===== src/rtl/esp_pkg.sv =====
// Shared definitions for the spare-pivot redundancy analyzer.
package esp_pkg;
    // Allocation phases: collect failures, serve essential lines, cover orthogonal pivots, finished.
    typedef enum logic [1:0] {
        ST_COLLECT = 2'd0,
        ST_ESS     = 2'd1,
        ST_ORTH    = 2'd2,
        ST_FIN     = 2'd3
    } esp_state_e;
endpackage


===== src/rtl/esp_pivot_file.sv =====
// Pivot register file. Holds up to NENT pairs of row and column pivots, each with an
// essential-row and an essential-column flag. Each failure is compared with all stored
// pivots. Assumes at most one failure per cycle, presented only while accept is 1.
// Row pivots stay unique, and so do column pivots, because an entry is written only
// when nothing matches.
module esp_pivot_file #(
    parameter int ROW_W = 4,
    parameter int COL_W = 4,
    parameter int NENT  = 4
) (
    input  logic                        clk,
    input  logic                        rst_n,
    input  logic                        clr,
    input  logic                        accept,
    input  logic                        flt_vld,
    input  logic [ROW_W-1:0]            flt_row,
    input  logic [COL_W-1:0]            flt_col,
    output logic [NENT-1:0][ROW_W-1:0]  prow,
    output logic [NENT-1:0][COL_W-1:0]  pcol,
    output logic [NENT-1:0]             vld,
    output logic [NENT-1:0]             esr,
    output logic [NENT-1:0]             esc,
    output logic [NENT-1:0]             rhit,
    output logic [NENT-1:0]             chit,
    output logic                        overflow
);
    localparam int CW = $clog2(NENT + 1);

    logic [CW-1:0] cnt;
    logic          dup;

    // Match detection against every stored pivot.
    for (genvar i = 0; i < NENT; i++) begin : g_cmp
        assign rhit[i] = vld[i] && (prow[i] == flt_row);
        assign chit[i] = vld[i] && (pcol[i] == flt_col);
    end

    // Exact repeat of a stored pivot address.
    assign dup = |(rhit & chit);

    // Pivot update: ignore repeats, flag shared lines, store new failures or overflow.
    always_ff @(posedge clk) begin
        if (!rst_n || clr) begin
            prow     <= '0;
            pcol     <= '0;
            vld      <= '0;
            esr      <= '0;
            esc      <= '0;
            cnt      <= '0;
            overflow <= 1'b0;
        end else if (accept && flt_vld && !dup) begin
            if ((|rhit) || (|chit)) begin
                esr <= esr | rhit;
                esc <= esc | chit;
            end else if (cnt < CW'(NENT)) begin
                for (int i = 0; i < NENT; i++) begin
                    if (CW'(i) == cnt) begin
                        prow[i] <= flt_row;
                        pcol[i] <= flt_col;
                        vld[i]  <= 1'b1;
                    end
                end
                cnt <= cnt + CW'(1);
            end else begin
                overflow <= 1'b1;
            end
        end
    end
endmodule


===== src/rtl/esp_spare_alloc.sv =====
// Spare allocator. After end of test it walks the pivot entries one per cycle, twice.
// The first pass serves essential rows and columns, the second covers unflagged pivots,
// rows first. Assumes the pivot file is frozen while the walk runs.
module esp_spare_alloc
    import esp_pkg::*;
#(
    parameter int ROW_W = 4,
    parameter int COL_W = 4,
    parameter int N_SR  = 2,
    parameter int N_SC  = 2
) (
    input  logic                                 clk,
    input  logic                                 rst_n,
    input  logic                                 clr,
    input  logic                                 test_end,
    input  logic [N_SR+N_SC-1:0][ROW_W-1:0]      prow,
    input  logic [N_SR+N_SC-1:0][COL_W-1:0]      pcol,
    input  logic [N_SR+N_SC-1:0]                 vld,
    input  logic [N_SR+N_SC-1:0]                 esr,
    input  logic [N_SR+N_SC-1:0]                 esc,
    input  logic                                 overflow,
    output logic [N_SR-1:0][ROW_W-1:0]           srow,
    output logic [N_SR-1:0]                      srow_use,
    output logic [N_SC-1:0][COL_W-1:0]           scol,
    output logic [N_SC-1:0]                      scol_use,
    output logic                                 collecting,
    output logic                                 done,
    output logic                                 repairable
);
    localparam int NENT = N_SR + N_SC;
    localparam int IW   = (NENT > 1) ? $clog2(NENT) : 1;
    localparam int RCW  = $clog2(N_SR + 1);
    localparam int CCW  = $clog2(N_SC + 1);

    esp_state_e     st;
    logic [IW-1:0]  idx;
    logic [RCW-1:0] rcnt;
    logic [CCW-1:0] ccnt;
    logic           fail;
    logic           last;
    logic           row_free;
    logic           col_free;

    assign last     = (idx == IW'(NENT - 1));
    assign row_free = (rcnt < RCW'(N_SR));
    assign col_free = (ccnt < CCW'(N_SC));

    // Phase sequencing and slot filling.
    always_ff @(posedge clk) begin
        if (!rst_n || clr) begin
            st       <= ST_COLLECT;
            idx      <= '0;
            rcnt     <= '0;
            ccnt     <= '0;
            fail     <= 1'b0;
            srow     <= '0;
            srow_use <= '0;
            scol     <= '0;
            scol_use <= '0;
        end else begin
            case (st)
                ST_COLLECT: begin
                    if (test_end) begin
                        idx <= '0;
                        if (overflow) begin
                            fail <= 1'b1;
                            st   <= ST_FIN;
                        end else begin
                            st <= ST_ESS;
                        end
                    end
                end
                ST_ESS: begin
                    if (vld[idx] && esr[idx]) begin
                        if (row_free) begin
                            for (int s = 0; s < N_SR; s++) begin
                                if (RCW'(s) == rcnt) begin
                                    srow[s]     <= prow[idx];
                                    srow_use[s] <= 1'b1;
                                end
                            end
                            rcnt <= rcnt + RCW'(1);
                        end else begin
                            fail <= 1'b1;
                        end
                    end
                    if (vld[idx] && esc[idx]) begin
                        if (col_free) begin
                            for (int s = 0; s < N_SC; s++) begin
                                if (CCW'(s) == ccnt) begin
                                    scol[s]     <= pcol[idx];
                                    scol_use[s] <= 1'b1;
                                end
                            end
                            ccnt <= ccnt + CCW'(1);
                        end else begin
                            fail <= 1'b1;
                        end
                    end
                    idx <= last ? '0 : idx + IW'(1);
                    if (last) st <= ST_ORTH;
                end
                ST_ORTH: begin
                    if (vld[idx] && !esr[idx] && !esc[idx]) begin
                        if (row_free) begin
                            for (int s = 0; s < N_SR; s++) begin
                                if (RCW'(s) == rcnt) begin
                                    srow[s]     <= prow[idx];
                                    srow_use[s] <= 1'b1;
                                end
                            end
                            rcnt <= rcnt + RCW'(1);
                        end else if (col_free) begin
                            for (int s = 0; s < N_SC; s++) begin
                                if (CCW'(s) == ccnt) begin
                                    scol[s]     <= pcol[idx];
                                    scol_use[s] <= 1'b1;
                                end
                            end
                            ccnt <= ccnt + CCW'(1);
                        end else begin
                            fail <= 1'b1;
                        end
                    end
                    idx <= last ? '0 : idx + IW'(1);
                    if (last) st <= ST_FIN;
                end
                default: st <= ST_FIN;
            endcase
        end
    end

    // Status decode.
    assign collecting = (st == ST_COLLECT);
    assign done       = (st == ST_FIN);
    assign repairable = done && !fail;
endmodule


===== src/rtl/esp_repair_analyzer.sv =====
// Top level of the bitmap-free redundancy analyzer. Connects the pivot file, which
// collects failures while the allocator is in its collect phase, to the allocator,
// and flattens the slot arrays onto plain ports.
module esp_repair_analyzer #(
    parameter int ROW_W = 4,
    parameter int COL_W = 4,
    parameter int N_SR  = 2,
    parameter int N_SC  = 2
) (
    input  logic                    clk,
    input  logic                    rst_n,
    input  logic                    clr_i,
    input  logic                    flt_vld_i,
    input  logic [ROW_W-1:0]        flt_row_i,
    input  logic [COL_W-1:0]        flt_col_i,
    input  logic                    test_end_i,
    output logic [N_SR*ROW_W-1:0]   spr_row_o,
    output logic [N_SR-1:0]         spr_row_use_o,
    output logic [N_SC*COL_W-1:0]   spr_col_o,
    output logic [N_SC-1:0]         spr_col_use_o,
    output logic                    done_o,
    output logic                    repairable_o
);
    localparam int NENT = N_SR + N_SC;

    logic [NENT-1:0][ROW_W-1:0] prow;
    logic [NENT-1:0][COL_W-1:0] pcol;
    logic [NENT-1:0]            vld;
    logic [NENT-1:0]            esr;
    logic [NENT-1:0]            esc;
    logic [NENT-1:0]            rhit;
    logic [NENT-1:0]            chit;
    logic                       overflow;
    logic                       collecting;
    logic [N_SR-1:0][ROW_W-1:0] srow;
    logic [N_SC-1:0][COL_W-1:0] scol;

    esp_pivot_file #(.ROW_W(ROW_W), .COL_W(COL_W), .NENT(NENT)) u_pivots (
        .clk      (clk),
        .rst_n    (rst_n),
        .clr      (clr_i),
        .accept   (collecting),
        .flt_vld  (flt_vld_i),
        .flt_row  (flt_row_i),
        .flt_col  (flt_col_i),
        .prow     (prow),
        .pcol     (pcol),
        .vld      (vld),
        .esr      (esr),
        .esc      (esc),
        .rhit     (rhit),
        .chit     (chit),
        .overflow (overflow)
    );

    esp_spare_alloc #(.ROW_W(ROW_W), .COL_W(COL_W), .N_SR(N_SR), .N_SC(N_SC)) u_alloc (
        .clk        (clk),
        .rst_n      (rst_n),
        .clr        (clr_i),
        .test_end   (test_end_i),
        .prow       (prow),
        .pcol       (pcol),
        .vld        (vld),
        .esr        (esr),
        .esc        (esc),
        .overflow   (overflow),
        .srow       (srow),
        .srow_use   (spr_row_use_o),
        .scol       (scol),
        .scol_use   (spr_col_use_o),
        .collecting (collecting),
        .done       (done_o),
        .repairable (repairable_o)
    );

    // Flatten slot arrays onto the ports.
    assign spr_row_o = srow;
    assign spr_col_o = scol;
endmodule


===== config.mk =====
export PLATFORM = sky130hd
export DESIGN_NAME = esp_repair_analyzer
export DESIGN_NICKNAME = d
export VERILOG_FILES = /design/src/rtl/esp_pkg.sv /design/src/rtl/esp_pivot_file.sv /design/src/rtl/esp_spare_alloc.sv /design/src/rtl/esp_repair_analyzer.sv
export SDC_FILE = /design/constraint.sdc
export NUM_CORES = 1
export LEC_CHECK = 0
export CAP_MARGIN = 20
export CELL_PAD_IN_SITES_DETAIL_PLACEMENT = 0
export CELL_PAD_IN_SITES_GLOBAL_PLACEMENT = 1
export CORE_MARGIN = 2
export CORE_UTILIZATION = 30
export DETAILED_ROUTE_END_ITERATION = 10
export PLACE_DENSITY = 0.63
export SYNTH_ARGS = -nofsm -noshare
export SYNTH_HDL_FRONTEND = slang
export SYNTH_SLANG_ARGS = --single-unit

===== constraint.sdc =====
create_clock -name clk -period 3.5 [get_ports clk]
set_input_delay 0.7 -clock clk [delete_from_list [all_inputs] [get_ports clk]]
set_output_delay 0.7 -clock clk [all_outputs]
set_load 0.05 [all_outputs]

==> impl_metrics.toml, run 1 <==
[yosys]
syn_avg_cell_area_um2 = 9.58
synth_top_area_share_pct = 38.9
synth_area_leader_cell = "dfxtp_1"
synth-seq-area-share_pct = 38.9
synth_flop_cell = "dfxtp_1"
synth_warnings = 0
synth_cell_types = 49
synth-seq-cells = 77
synth.most_common_cell = "dfxtp_1"
synthTopCellsByArea = "dfxtp_1 (39%), mux2i_1 (11%), nand2_1 (6.1%)"
async_reset_ff_share_pct = 0
synth_area_mm2 = 0.00397
synth-edff-count = 0
syn_nets = 444
synthCells = 414
ys_top_cells_by_count = "dfxtp_1 (77), nand2_1 (64), mux2i_1 (42)"

[timing]
fin_crit_ns = 3.02
tns_ns = 0
hold_ws_ns = 0.450
hold_viol = 0
setup_ws_ns = 0.477
max_freq_mhz = 331
post-route-period-util_pct = 86.4
worstMarginPinSlew_ns = 0.782
setup_violations = 0
rsz0062_at_grt = "false"
slew_violations = 0
clock_skew_ns = 0.00440
slew_headroom_pct = 47.3

[drt]
drt-initial-drc-count = 140
wl_per_cell_um = 15.3
ant_nets = 0
vias_per_cell = 4.73
drc_errors = 0
routed_wl_um = 9590
via_count = 2964
drtPass1Iterations = 4

[global_route]
grt_start_max_net_pins = 35
grt_use_total_pct = 14.8
grt_pass1_wl_um = 16400
grt_overflow = 0
grt_antenna_before_repair = 0
grt_pass1_vias = 3079

[cts]
cts_buffers = 9
htreeDepth = 3
post_cts_buffers = 0
cts_buffer_depth = 2
cts_resized = 0
clkLatencyLatePin_ns = 0.34
root_buffer = "clkbuf_16"
cts_hold_buf = 0
path_clk_slew_ns = 0.06
cts_tree = "done"
cts.sinks = 77

[outcome]
status = "completed"

[setup_path]
start_kind = "input port"
crit_path_max_fanout = 12
cp.arrival_ns = 3.29
critPathKind = "input port to flip-flop"
cp-end-kind = "flip-flop"
critPathRequiredTime_ns = 3.77

[floorplanning]
die_h_um = 119
die_area_mm2 = 0.0142
rows = 42
core_area_mm2 = 0.0131
ios = 35
start_util_pct = 30.3
fp.dieW_um = 119

[finish]
layout.nets = 476
nFillCells = 1309
seqCellArea_mm2 = 0.00154
finalInstanceArea_mm2 = 0.00479
area_growth_pct = 20.8
multi_input_area_mm2 = 0.00221
drive_gt1_share_pct = 12.0
n_antenna_cell = 0
layout.cells.non_filler = 627

[placement]
numPortBuffers = 34
dp_slack_ns = 0.172
dp.cells = 611
gp_congestion = 0.838
hpwl_um = 7190
place_area_mm2 = 0.00447

[power]
vdd_drop_max_mv = 0.231
leakage_nw = 1.81
powerDensity_mw_per_mm2 = 429

[hold_path]
hold_path.class = "flip-flop to flip-flop"

[run]
cap_violations = 0
## flip-flops by register name (all words and copies together) (netlist names), 3 cells and up
name	count
u_alloc.scol	8
u_alloc.srow	8
u_pivots.cnt	3
u_pivots.esc	4
u_pivots.esr	4
u_pivots.pcol	16
u_pivots.prow	16
u_pivots.vld	4
## power by group
group | internal (mW) | switching [mW] | leakage [nW]
clock network | 0.642 | 0.366 | 0.158
logic | 0.0633 | 0.0899 | 1.03
registers | 0.885 | 0.0104 | 0.621
## kinds of logic (layout without fill, tap and decap cells)
kind of cell | count (synthesis) | after routing | share of synthesized area [%]
compound gates | 58 | 58 | 10.6
xor+xnor | 22 | 22 | 4.86
fa+ha+maj | 17 | 17 | 5.36
buf+inv | 45 | 82 | 5.55
flops | 77 | 77 | 38.9
mux | 53 | 53 | 16.6
simple gates | 142 | 142 | 18.3
## layout by cell type, fill, tap and decap left out, types with 3 or more instances in the layout
cell             netlist  final
dfxtp_1               77     77
nand2_1               64     64
mux2i_1               42     42
clkdlybuf4s50_1        0     34
nor2_1                29     29
inv_1                 20     20
a21oi_1               19     19
ha_1                  17     17
xor2_1                16     16
o21ai_0               13     13
mux4_2                10     10
nand3_1               10     10
clkbuf_16              0      9
buf_4                  1      9
nor2b_1                8      7
xnor2_1                6      6
nor4_1                 5      5
nand2b_1               5      5
o21a_1                 4      4
inv_2                  3      3
o22ai_1                3      3
nor3_2                 3      3
a22oi_1                3      3
and4_4                 3      3
o31ai_1                3      3
nand4_1                3      3
## per-layer routing
| layer | share of wire [%] | GRT usage (%) | vias to the layer above |
|---|---|---|---|
| li1 | - | - | 1497 |
| met1 | 48 | 19.6 | 1402 |
| met2 | 46 | 23.5 | 52 |
| met3 | 3.8 | 3.64 | 13 |
| met4 | 1.8 | 5.13 | 0 |
| met5 | 0 | 0 | - |
## final cells by class
| type | count | share of cell area (%) |
|---|---|---|
| Multi-Input combinational cell | 292 | 46.2 |
| Timing Repair Buffer | 43 | 8.51 |
| Clock buffer | 10 | 4.98 |
| Sequential cell | 77 | 32.2 |
| Tap cell | 176 | 4.59 |
| Clock inverter | 6 | 1.80 |
| Inverter | 23 | 1.80 |
## worst paths after layout
| check | start | endpoint | slack [ns] | cells after the start |
|---|---|---|---|---|
| setup / recovery | flt_row_i[0] | u_pivots.prow[4]$_SDFFE_PP0P_ | 0.48 | 8 |
| hold / removal | u_alloc.srow_use[1]$_SDFFE_PP0P_ | u_alloc.srow_use[1]$_SDFFE_PP0P_ | 0.45 | 2 |
| setup reg to reg | u_alloc.idx[0]$_SDFFE_PP0P_ | u_alloc.scol[2]$_SDFFE_PP0P_ | 1.01 | 6 |
| hold reg to reg | u_alloc.srow_use[1]$_SDFFE_PP0P_ | u_alloc.srow_use[1]$_SDFFE_PP0P_ | 0.45 | 2 |
## critical path, cell delays in order
cell             delay [ns]
clkdlybuf4s50_1        0.57
xor2_1                 0.23
nor4_1                 0.59
a22oi_1                0.23
and3b_1                0.38
nand4_2                0.17
buf_4                  0.21
mux2i_1                0.20
## stage by stage
stage	utilization, %	power [mW]
floorplan	-	1.02
global placement	34.2	1.07
detailed placement	34.2	1.07
CTS	36.6	2.08
global route	36.6	2.13
finish	36.6	2.06
No activity file was read; power rests on OpenSTA's default activity.
==> inputs of run 2 (changes only) <==
- CORE_MARGIN: 2 -> unset
- CORE_UTILIZATION: 30 -> 48
- PLACE_DENSITY: 0.63 -> 0.9
==> run 2 against run 1 <==
Compared with the run above: worst hold slack worse by 0.0025 ns; sequential power is essentially flat; global-route usage is 7.1 points higher; sequential cell count unchanged; critical endpoint is now u_pivots.vld[1]$_SDFFE_PP0P_; setup slack better by 0.071 ns; final cell count fell by 12%; highest routed layer unchanged; largest cell class unchanged; critical path type unchanged.
==> impl_metrics.toml, run 2 (synthesized netlist as in run 1, its figures left out) <==
[outcome]
status = "completed"

[global_route]
grt_use_total_pct = 21.9
grt_pass1_wl_um = 14500
grt_pass1_vias = 2925
grt_overflow = 0
grt_antenna_before_repair = 0
grt_start_max_net_pins = 56

[setup_path]
cp-end-kind = "flip-flop"
critPathRequiredTime_ns = 3.75
reg2regPathDepth = 7
critPathKind = "input port to flip-flop"
ff2ff_setup_slack_ns = 0.95
crit_path_max_fanout = 12
crit_path_start = "flt_row_i[0]"
start_kind = "input port"
worst_r2r_endpoint = "u_alloc.scol[3]$_SDFFE_PP0P_"
cp.arrival_ns = 3.20
r2r-start = "u_alloc.idx[0]$_SDFFE_PP0P_"
cp-endpoint = "u_pivots.vld[1]$_SDFFE_PP0P_"

[finish]
reg.largest.list = "u_pivots.pcol x16, u_pivots.prow x16"
layout.nets = 473
n_antenna_cell = 0
drive_gt1_share_pct = 11.4
nFillCells = 717
final_cell_mix = "dfxtp_1 (77), nand2_1 (64), mux2i_1 (42)"
area_growth_pct = 15.3
mostFrequentLayoutCell = "dfxtp_1"

[power]
leakage_nw = 1.75
vdd_drop_max_mv = 0.308
powerDensity_mw_per_mm2 = 380

[drt]
routed_wl_um = 8740
drt-initial-drc-count = 149
ant_nets = 0
wl_per_cell_um = 15.9
drtPass1Iterations = 4
via_count = 2986
vias_per_cell = 5.43
drc_errors = 0

[floorplanning]
fp.dieW_um = 92.9
rows = 32
core_area_mm2 = 0.00785
ios = 35
start_util_pct = 50.6
die_area_mm2 = 0.00863
die_h_um = 92.9

[run]
cap_violations = 0

[cts]
root_buffer = "clkbuf_8"
cts_tree = "done"
post_cts_buffers = 0
cts_resized = 0
cts_buffers = 9
cts_buffer_depth = 2
cts_hold_buf = 0
cts.sinks = 77
htreeDepth = 3
clkLatencyLatePin_ns = 0.35
path_clk_slew_ns = 0.09

[timing]
max_freq_mhz = 339
post-route-period-util_pct = 84.3
worstMarginPinSlew_ns = 0.792
slew_headroom_pct = 46.6
fin_crit_ns = 2.95
setup_violations = 0
clock_skew_ns = 0.0107
slew_violations = 0
hold_ws_ns = 0.447
rsz0062_at_grt = "false"
tns_ns = 0
hold_viol = 0

[placement]
hpwl_um = 6380
gp_congestion = 0.863
numPortBuffers = 34

[hold_path]
hold_path.class = "flip-flop to flip-flop"
==> run 2: area by class of cell <==
class                           instances  area (um^2)  area share (%)
Multi-Input combinational cell        292         2210            48.4
Sequential cell                        77         1540            33.7
Timing Repair Buffer                   40          398            8.70
Clock buffer                           10          138            3.01
Tap cell                              102          128            2.79
Inverter                               23         86.3            1.89
Clock inverter                          6         70.1            1.53
==> run 2: worst max-delay path, cell delays in order <==
cell and delay [ns]:
clkdlybuf4s50_1 0.54, xor2_1 0.22, nor4_1 0.57, a22oi_1 0.23, and3b_1 0.39, and4_1 0.35, o21a_1 0.18
==> run 2: where the power goes <==
| group | leakage [nW] | internal (mW) | switching (mW) |
|---|---|---|---|
| Clock | 0.107 | 0.354 | 0.339 |
| Sequential | 0.621 | 0.884 | 0.00978 |
| Combinational | 1.02 | 0.0637 | 0.0882 |
==> run 2: worst min path at each step <==
stage / from / endpoint / cells after the start
after floorplan: u_pivots.overflow$_SDFFE_PP0P_ / u_pivots.overflow$_SDFFE_PP0P_ / 2
after global placement: u_alloc.srow_use[0]$_SDFFE_PP0P_ / u_alloc.srow_use[0]$_SDFFE_PP0P_ / 2
after detailed placement: u_alloc.srow_use[0]$_SDFFE_PP0P_ / u_alloc.srow_use[0]$_SDFFE_PP0P_ / 2
after CTS: u_alloc.srow_use[0]$_SDFFE_PP0P_ / u_alloc.srow_use[0]$_SDFFE_PP0P_ / 2
after global routing: u_alloc.srow_use[1]$_SDFFE_PP0P_ / u_alloc.srow_use[1]$_SDFFE_PP0P_ / 2
final: u_alloc.srow_use[0]$_SDFFE_PP0P_ / u_alloc.srow_use[0]$_SDFFE_PP0P_ / 2
==> run 2: layer usage <==
metal	up-vias	wire, um	GRT usage (%)
met5	-	0	0
met1	1424	4160	28.4
met4	0	98	6.54
met3	8	309	5.67
li1	1494	-	-
met2	60	4180	35.5
==> run 2: stage by stage <==
step	cells	setup slack (ns)	utilization [%]	total power [mW]	instance area (um^2)
finish	550	0.548	58.3	1.74	4570
floorplan	414	1.07	-	1.02	3970
global placement	534	0.292	55.6	1.06	4370
global route	550	0.387	58.3	1.81	4570
detailed placement	534	0.252	55.6	1.07	4370
CTS	550	0.610	58.3	1.76	4570
